--- src/rtl/pwm_gen.sv ---
module pwm_gen #(
  parameter bit LEGACY = 1'b0
) (
  input  logic        clk,
  input  logic        rst_n,
  input  logic        req_valid,
  input  logic        req_write,
  input  logic        req_addr,
  input  logic [31:0] req_wdata,
  output logic [31:0] rsp_rdata,
  output logic        pwm_out
);
  localparam int CW = 16;
  localparam int DW = CW + 1;

  logic [31:0]   csr0, csr1;
  logic          run;
  logic [CW-1:0] pre_cnt, per_cnt;
  logic [CW-1:0] act_scale, act_depth;
  logic [DW-1:0] act_duty;
  logic          cfg_en;
  logic [CW-1:0] cfg_depth, cfg_scale;
  logic [DW-1:0] cfg_duty;
  logic          tick;

  wire wr0 = req_valid && req_write && !req_addr;
  wire wr1 = req_valid && req_write &&  req_addr;

  always_ff @(posedge clk or negedge rst_n)
    if (!rst_n)   csr0 <= '0;
    else if (wr0) csr0 <= req_wdata;

  generate
    if (LEGACY) begin : g_compat
      assign csr1      = '0;
      assign cfg_en    = csr0[31];
      assign cfg_depth = CW'(255);
      assign cfg_duty  = csr0[24] ? DW'(256) : DW'(csr0[23:16]);
    end else begin : g_wide
      always_ff @(posedge clk or negedge rst_n)
        if (!rst_n)   csr1 <= '0;
        else if (wr1) csr1 <= req_wdata;
      assign cfg_en    = csr1[31];
      assign cfg_depth = csr1[30:15];
      assign cfg_duty  = {1'b0, csr0[31:16]};
    end
  endgenerate

  assign cfg_scale = csr0[15:0];
  assign rsp_rdata = req_addr ? csr1 : csr0;
  assign tick      = (pre_cnt == act_scale);

  always_ff @(posedge clk or negedge rst_n) begin
    if (!rst_n) begin
      run       <= 1'b0;
      pre_cnt   <= '0;
      per_cnt   <= '0;
      act_scale <= '0;
      act_depth <= '0;
      act_duty  <= '0;
    end else begin
      run <= cfg_en;
      if (!run) begin
        pre_cnt   <= '0;
        per_cnt   <= '0;
        act_scale <= cfg_scale;
        act_depth <= cfg_depth;
        act_duty  <= cfg_duty;
      end else if (tick) begin
        pre_cnt <= '0;
        if (per_cnt == act_depth) begin
          per_cnt   <= '0;
          act_scale <= cfg_scale;
          act_depth <= cfg_depth;
          act_duty  <= cfg_duty;
        end else begin
          per_cnt <= per_cnt + 1'b1;
        end
      end else begin
        pre_cnt <= pre_cnt + 1'b1;
      end
    end
  end

  assign pwm_out = run && ({1'b0, per_cnt} < act_duty);
endmodule

--- config.mk ---
export PLATFORM = sky130hd
export DESIGN_NAME = pwm_gen
export DESIGN_NICKNAME = d
export VERILOG_FILES = /design/src/rtl/pwm_gen.sv
export SDC_FILE = /design/constraint.sdc
export NUM_CORES = 1
export LEC_CHECK = 0
export ABC_AREA = 1
export BUFFER_PORTS_ARGS = -buffer_cell sky130_fd_sc_hd__buf_2
export CAP_MARGIN = 5
export CORE_MARGIN = 5
export CORE_UTILIZATION = 60
export CTS_CLUSTER_SIZE = 16
export DETAILED_ROUTE_END_ITERATION = 16
export PLACE_DENSITY_LB_ADDON = 0.3
export SYNTH_ARGS = -nofsm -noshare
export SYNTH_HDL_FRONTEND = slang
export SYNTH_SLANG_ARGS = --single-unit
--- constraint.sdc ---
create_clock -name clk -period 2.2 [get_ports clk]
set_clock_uncertainty 0.2 [all_clocks]
set_input_delay 0.33 -clock clk [delete_from_list [all_inputs] [get_ports clk]]
set_output_delay 0.33 -clock clk [all_outputs]
set_load 0.05 [all_outputs]
# Yosys cells after proc, flatten, opt, wreduce, memory -nomap -nowiden
# Index checks and enable logic that the tools add are counted.
dict set report totals {
  reg_bits 146
  wordCells 36
  inputBits 37
  out_inout_bits 33
}
dict set report classes {
  n_mux 15
  n_addsub 2
  n_lt_le_gt_ge 1
  eq_ne 4
  n_reduce_logical 6
}
# operator n
set op_table {}
lappend op_table {{16-bit two-way mux} 11}
lappend op_table {{17-bit two-way mux} 3}
lappend op_table {{16-bit by 1-bit adder with 16-bit output (second input constant)} 2}
lappend op_table {{16-bit equality test} 2}
lappend op_table {{32-bit two-way mux} 1}
lappend op_table {{16-bit by 17-bit less-than comparator with 1-bit output} 1}
lappend op_table {{1-bit logical AND} 4}
lappend op_table {{2-bit by 1-bit != test with 1-bit output (second input constant)} 2}
lappend op_table {{2-bit AND reduction} 1}
lappend op_table {{1-bit zero test} 1}

# Longest topological paths before layout
# Gate-level depths: netlist (run 1).
dict set report logic_depth {
  word_depth 4
  depth_mapped 14
  mapped_depth_nobuf 11
}

# Worst setup path after synthesis (run 1)
# OpenSTA, ideal clock, no wires.
dict set report synth_timing {
  kind {flip-flop to output port}
  from {register per_cnt[2]}
  to {output port pwm_out}
  t_required_ns 1.670
  slack_ns -0.120
  path_buffers 0
  arrival_time_ns 1.790
  stages_incl_launch_ff 7
  cell_sequence {dfrtp_1 -> ha_1 -> a21oi_1 -> o21ai_0 -> a21oi_1 -> a21boi_0 -> nor2_1}
}
dict set report synth_via {
  elab_chain_cells 2
}
# item line
set synth_rtl {}
lappend synth_rtl {{from (decl)} 18} ;# logic [CW-1:0] pre_cnt, per_cnt;
lappend synth_rtl {{from (signal assigned)} 77} ;# per_cnt <= per_cnt + 1'b1;
lappend synth_rtl {{16-bit by 17-bit less-than comparator with 1-bit output} 85} ;# assign pwm_out = run && ({1'b0, per_cnt} < act_duty);
lappend synth_rtl {{1-bit logical AND} 85}
lappend synth_rtl {{to (decl)} 11} ;# output logic pwm_out
# Every way passes these cells.

# Final worst setup path (run 1)
dict set report layout_timing {
  from {register act_duty[15]}
  to {output port pwm_out}
}
dict set report layout_via {
  elab_chain_cells 2
}
# item line
set layout_rtl {}
lappend layout_rtl {{from (decl)} 20} ;# logic [DW-1:0] act_duty;
lappend layout_rtl {{from (signal assigned)} 68} ;# act_duty <= cfg_duty;
lappend layout_rtl {{from (signal assigned)} 75} ;# act_duty <= cfg_duty;
lappend layout_rtl {{16-bit by 17-bit less-than comparator with 1-bit output} 85}
lappend layout_rtl {{1-bit logical AND} 85}
# Every way passes these cells.

==> results.yml, run 1 <==
die:
  core_um2: 12200
  die_h_um: 122
  fp-row-count: 40
  die_area_um2: 14800
  io_pins: 70
  start_util: 0.617
  die_w_um: 122
setup_path:
  path_max_fanout: 2
  worstPathArrival_ps: 1950
  cp-end-kind: "output pin"
  start_kind: "flip-flop"
  cp.required_ps: 1670
  slowest_stage: "dfrtp_1"
  crit_chain: "inv_1 > ha_1 > nand3_1 > nor3_2 > a21boi_2 > nor2_2 > buf_6"
  reg2reg_slack_ps: 40
  crit-reg2reg-launch: "per_cnt[8]"
  r2r_cells: 13
  r2r_end: "act_depth[2]"
  critPathMaxStageDelay_ps: 390
  critPathKind: "reg -> out"
sta:
  grt_setup_unrepaired: "yes"
  setup_viol: 1
  tightest_slew_ps: 550
  timing.setup.tns_ps: -282
  fin_ws_ps: -282
  max_freq_mhz: 403
  fin_worst_hold_slack_ps: 14.0
  drv_slew: 0
  period_share: 1.13
  max_slew_margin: 0.633
  hold_viol_final: 0
  fin_crit_ps: 2480
hold_path:
  min_to: "csr0[4]"
  hold_path_class: "in -> reg"
  min-delay-start: "req_wdata[4]"
  holdPathStages: 3
cts:
  cts.sinks: 145
  cts_buffer_depth: 2
  root_buffer: "clkbuf_16"
  path_clk_slew_ps: 60
  cts_inserted_buffers: 17
  clk-insertion-delay-late_ps: 430
  htree_levels: 4
  cts_tree: "built"
power_and_ir_drop:
  ir_drop_mv: 0.615
  power_leakage_nw: 5.02
  powerDensity_nw_per_um2: 923
run_status:
  violations: "negative setup slack"
  outcome: "finished, violations left"
logic_synthesis:
  syn_area_um2: 7510
  seq_area_frac_synth: 0.483
  synth_seq_cells: 145
  ys_warn_count: 0
  synth_cell_types: 25
  syn-instance-count: 1029
  synth_nets: 1083
  syn_area_per_cell_um2: 7.29
drt:
  drc_errors: 0
  wirelength_um: 20500
  vias: 7249
  drt_first_pass_iters: 8
  ant_nets: 0
  routedWlPerCell_um: 15.4
  viasPerCell: 5.47
  drt_iter0_markers: 710
global_routing:
  grt_usage: 0.285
  grt_pass1_vias: 6752
  grt_overflow: 0
  grt_first_pass_wirelength_um: 33500
  grt_start_max_net_pins: 65
  antenna_found_initial: 0
layout:
  final_cell_mix: "433 x nand2_1, 142 x dfrtp_1, 118 x inv_1"
  final_util: 0.764
  finalInstanceArea_um2: 9290
  fin_nets: 1199
  fillers: 779
  n_antenna_cell: 0
  area.growth.synth_to_final_pct: 23.8
  final_common_cell: "nand2_1"
  drive_above_1_share: 0.157
flow_run:
  maxCapViolCount: 0
place:
  portBuffers: 69
  pre_cts_ws_ps: 65.5
  dpl.hpwl_um: 12300
  place_congestion: 0.902
  dpl_cell_area_um2: 8180
-- stage by stage --
step | power (W) | std cells
2_1_floorplan | 0.00500 | 1029
3_3_place_gp | 0.00555 | 1255
3_5_place_dp | 0.00562 | 1255
4_1_cts | 0.00835 | 1322
5_1_grt | 0.00901 | 1326
6_report | 0.00858 | 1326
-- registers in the layout, summed over array words and instances (netlist names) --
register	flops
csr0	32
csr1	32
act_depth	16
act_duty	16
act_scale	16
per_cnt	16
pre_cnt	16
run	1
-- worst max-delay path: cells and delay by family (launching register included) --
| family | cells | cell delay (ps) |
|---|---|---|
| flops | 1 | 390 |
| simple gates | 3 | 380 |
| fa+ha+maj | 1 | 310 |
| compound gates | 1 | 220 |
| buf+inv | 2 | 210 |
-- per-layer routing --
layer	track usage	vias up	routed length, µm
met1	0.413	3368	8660
met5	0	-	0
met4	0.0945	0	553
met3	0.0552	63	1860
met2	0.434	404	9410
li1	-	3414	-
-- synth_stat cells --
cell type    n  share of area
nand3_1     61          0.041
nand2_2      2         0.0017
nand2_4      1         0.0015
nand4_1     22          0.018
or2_2        1        0.00083
dfrtp_1    145           0.48
ha_1        17          0.028
clkbuf_1    22          0.011
nor3_1      10         0.0067
a21boi_0     1         0.0010
a21oi_1      7         0.0047
buf_4        2         0.0020
a31oi_1      1        0.00083
o21ai_0     71          0.047
xor2_1      14          0.016
nor3b_1      1         0.0010
o21a_1       1         0.0010
inv_1      122          0.061
nor2_1      64          0.032
nand2_1    435           0.22
buf_2       12         0.0080
clkinv_1     2         0.0010
inv_2        8         0.0040
buf_6        6         0.0090
and2_1       1        0.00083
-- area by class of cell --
cell class | count | area, µm² | share of cell area
well taps | 168 | 210 | 0.0226
repair buffers | 139 | 1070 | 0.115
clock inverters | 15 | 113 | 0.0121
clock buffers | 17 | 425 | 0.0458
flip-flops and latches | 145 | 3630 | 0.391
multi-input cells | 710 | 3340 | 0.360
inverters | 132 | 495 | 0.0533
-- power by group --
group / switching (W) / internal, W / total, W
combinational: 0.00155 / 0.000799 / 0.00234
clock: 0.00119 / 0.00145 / 0.00264
sequential: 0.000439 / 0.00315 / 0.00359
total: 0.00318 / 0.00540 / 0.00858
-- cell families (layout without fill, tap and decap cells) --
logic type,after synthesis,after routing,share of synthesized area
and+or+nand+nor,598,598,0.321
buffers and inverters,174,303,0.0960
DFF,145,145,0.483
AOI/OAI and AO/OA,81,81,0.0548
adders and majority gates,17,17,0.0283
xor gates and xnor gates,14,14,0.0163
-- worst max-delay path by stage --
stage	endpoint	cells after the start	slack (ps)	from
floorplan	pwm_out	6	80	per_cnt[2]
global placement	pwm_out	7	90	per_cnt[12]
detailed placement	pwm_out	8	70	act_duty[4]
CTS	pwm_out	8	-270	act_duty[10]
global route	pwm_out	8	-300	act_duty[8]
finish	pwm_out	7	-280	act_duty[15]
-- timing repair --
item / 4_1_cts / 5_1_grt
endpoints found under the setup margin: 1 / 46
setup buffers: 3 / 2
hold buffers: 32 / 0
pin swaps: 10 / 9
hold endpoints to repair: 122 / 0
gates resized for setup: 17 / 20
cloned: 0 / 2
No activity file was read; power rests on OpenSTA's default activity.
==> run 2, diff against run 1 <==
Settings changed: CELL_PAD_IN_SITES_DETAIL_PLACEMENT from default to 2, CELL_PAD_IN_SITES_GLOBAL_PLACEMENT from default to 2, CORE_UTILIZATION 60 to 34.
==> run 2 against run 1 <==
- the run still ends with negative setup slack left
- fmax down 7.5%
- first-iteration DRC count up 3.0%
- design area up 15%
- combinational power up 65%
- count of clock-buffer cells in the layout up 2
- utilization down 27 points
- routed wire length up 110%
- via count up 16%
- critical path depth up 1
- power up 26%
- cell count up 11%
- global-route usage down 0.89 points
==> results.yml, run 2 (same netlist as run 1, synthesis figures left out) <==
layout:
  top_regs: "csr0 x32, csr1 x32"
  fin_cells: 1475
  regArea_um2: 3640
  multi_input_area_um2: 3970
  fillers: 2414
  final_cell_mix: "378 x nand2_1, 139 x dfrtp_1, 117 x inv_1"
  area.growth.synth_to_final_pct: 42.5
  drive_above_1_share: 0.280
  final_common_cell: "nand2_1"
  fin_nets: 1236
  n_antenna_cell: 0
global_routing:
  grt_overflow: 0
  grt_start_max_net_pins: 65
  grt_pass1_vias: 8719
  grt_first_pass_wirelength_um: 52600
  grt_usage: 0.276
  antenna_found_initial: 2
drt:
  viasPerCell: 5.68
  drt_first_pass_iters: 5
  drt_iter0_markers: 731
  met2_length_um: 21700
  ant_nets: 0
  vias: 8376
  dr_wl_met3_um: 2410
  routed.top_layer: "met5"
  drc_errors: 0
  routedWlPerCell_um: 29.7
  route.layer.met1.wl_um: 17800
  wirelength_um: 43800
power_and_ir_drop:
  powerDensity_nw_per_um2: 1010
  ir_drop_mv: 0.537
  power_w: 0.0108
  power_leakage_nw: 5.50
setup_path:
  path_max_fanout: 2
  r2r_end: "act_duty[12]"
  worstPathArrival_ps: 2150
  reg2reg_slack_ps: -330
  crit-reg2reg-launch: "per_cnt[15]"
  slowest_stage: "dfrtp_1"
  cp.buffers_inverters: 2
  critPathKind: "reg -> out"
  r2r_cells: 17
  cp.required_ps: 1670
  crit_cells: 8
  start_kind: "flip-flop"
  cp-end-kind: "output pin"
  critPathMaxStageDelay_ps: 410
  crit_family: "simple AND/OR/NAND/NOR gates"
  crit_chain: "inv_1 > ha_4 > a21oi_2 > o21a_1 > or2_2 > nand4_1 > nor2_2 > buf_6"
sta:
  tightest_slew_ps: 659
  max_freq_mhz: 373
  period_share: 1.22
  fin_ws_ps: -484
  max_slew_margin: 0.561
  hold_viol_final: 0
  drv_slew: 0
  grt_setup_unrepaired: "yes"
  setup_viol: 80
  fin_crit_ps: 2680
hold_path:
  min-delay-start: "req_wdata[14]"
  holdPathStages: 3
  hold_path_class: "in -> reg"
  min_to: "csr0[14]"
die:
  start_util: 0.345
  io_pins: 70
  die_h_um: 159
  die_area_um2: 25100
  fp-row-count: 54
  core_um2: 21800
  die_w_um: 159
cts:
  cts_inserted_buffers: 17
  cts_tree: "built"
  root_buffer: "clkbuf_16"
  cts_buffer_depth: 2
  clk-insertion-delay-late_ps: 450
  path_clk_slew_ps: 80
  htree_levels: 4
  cts.sinks: 145
place:
  place_congestion: 0.816
  dpl.hpwl_um: 17500
  dp_cells: 1376
  portBuffers: 69
  pre_cts_ws_ps: -71.8
flow_run:
  maxCapViolCount: 0
run_status:
  outcome: "finished, violations left"
  violations: "negative setup slack"
## run 2: worst max path at each step
stage                      start  endpoint  slack, ps
finish              act_duty[10]   pwm_out       -480
global route        act_duty[10]   pwm_out       -510
CTS                  per_cnt[15]   pwm_out       -290
detailed placement   per_cnt[15]   pwm_out        -70
global placement      per_cnt[2]   pwm_out         30
floorplan             per_cnt[2]   pwm_out         80
## run 2: tightest hold or removal path: stages
cell and delay (ps):
buf_2 100, inv_1 80, o21ai_0 90
## run 2: per-layer routing
metal	global-route usage	vias up
li1	-	3480
met1	0.353	4396
met2	0.483	366
met3	0.0394	130
met4	0.0857	4
met5	0	-
## run 2: timing repair
action / in CTS / in global routing
endpoints found under the setup margin: 29 / 55
hold buffers: 26 / 0
gates resized for setup: 30 / 185
buffers inserted: 5 / 27
cloned: 1 / 12
hold endpoints to repair: 86 / 0
pin swaps: 12 / 53
## run 2: stage by stage
stage	hold slack [ps]	setup TNS (ps)	utilization	instance area (µm²)
2_1_floorplan	-166	0	-	7510
3_3_place_gp	100	0	0.386	8400
3_5_place_dp	99.7	-72.3	0.386	8400
4_1_cts	3.86	-295	0.435	9470
5_1_grt	-4.79	-23880	0.492	10700
6_report	0.909	-17210	0.492	10700
## run 2: area by class of cell
class,count,area share
Sequential cell,145,0.340
Clock buffer,19,0.0414
Inverter,132,0.0466
Tap cell,280,0.0328
Multi-Input combinational cell,710,0.371
Timing Repair Buffer,176,0.156
Clock inverter,13,0.0122
## run 2: where the power goes
part           leakage [nW]  internal [W]  total, W  switching, W
Combinational          3.37       0.00134   0.00385       0.00250
Clock                 0.272       0.00161   0.00309       0.00148
Sequential             1.86       0.00315   0.00387      0.000717
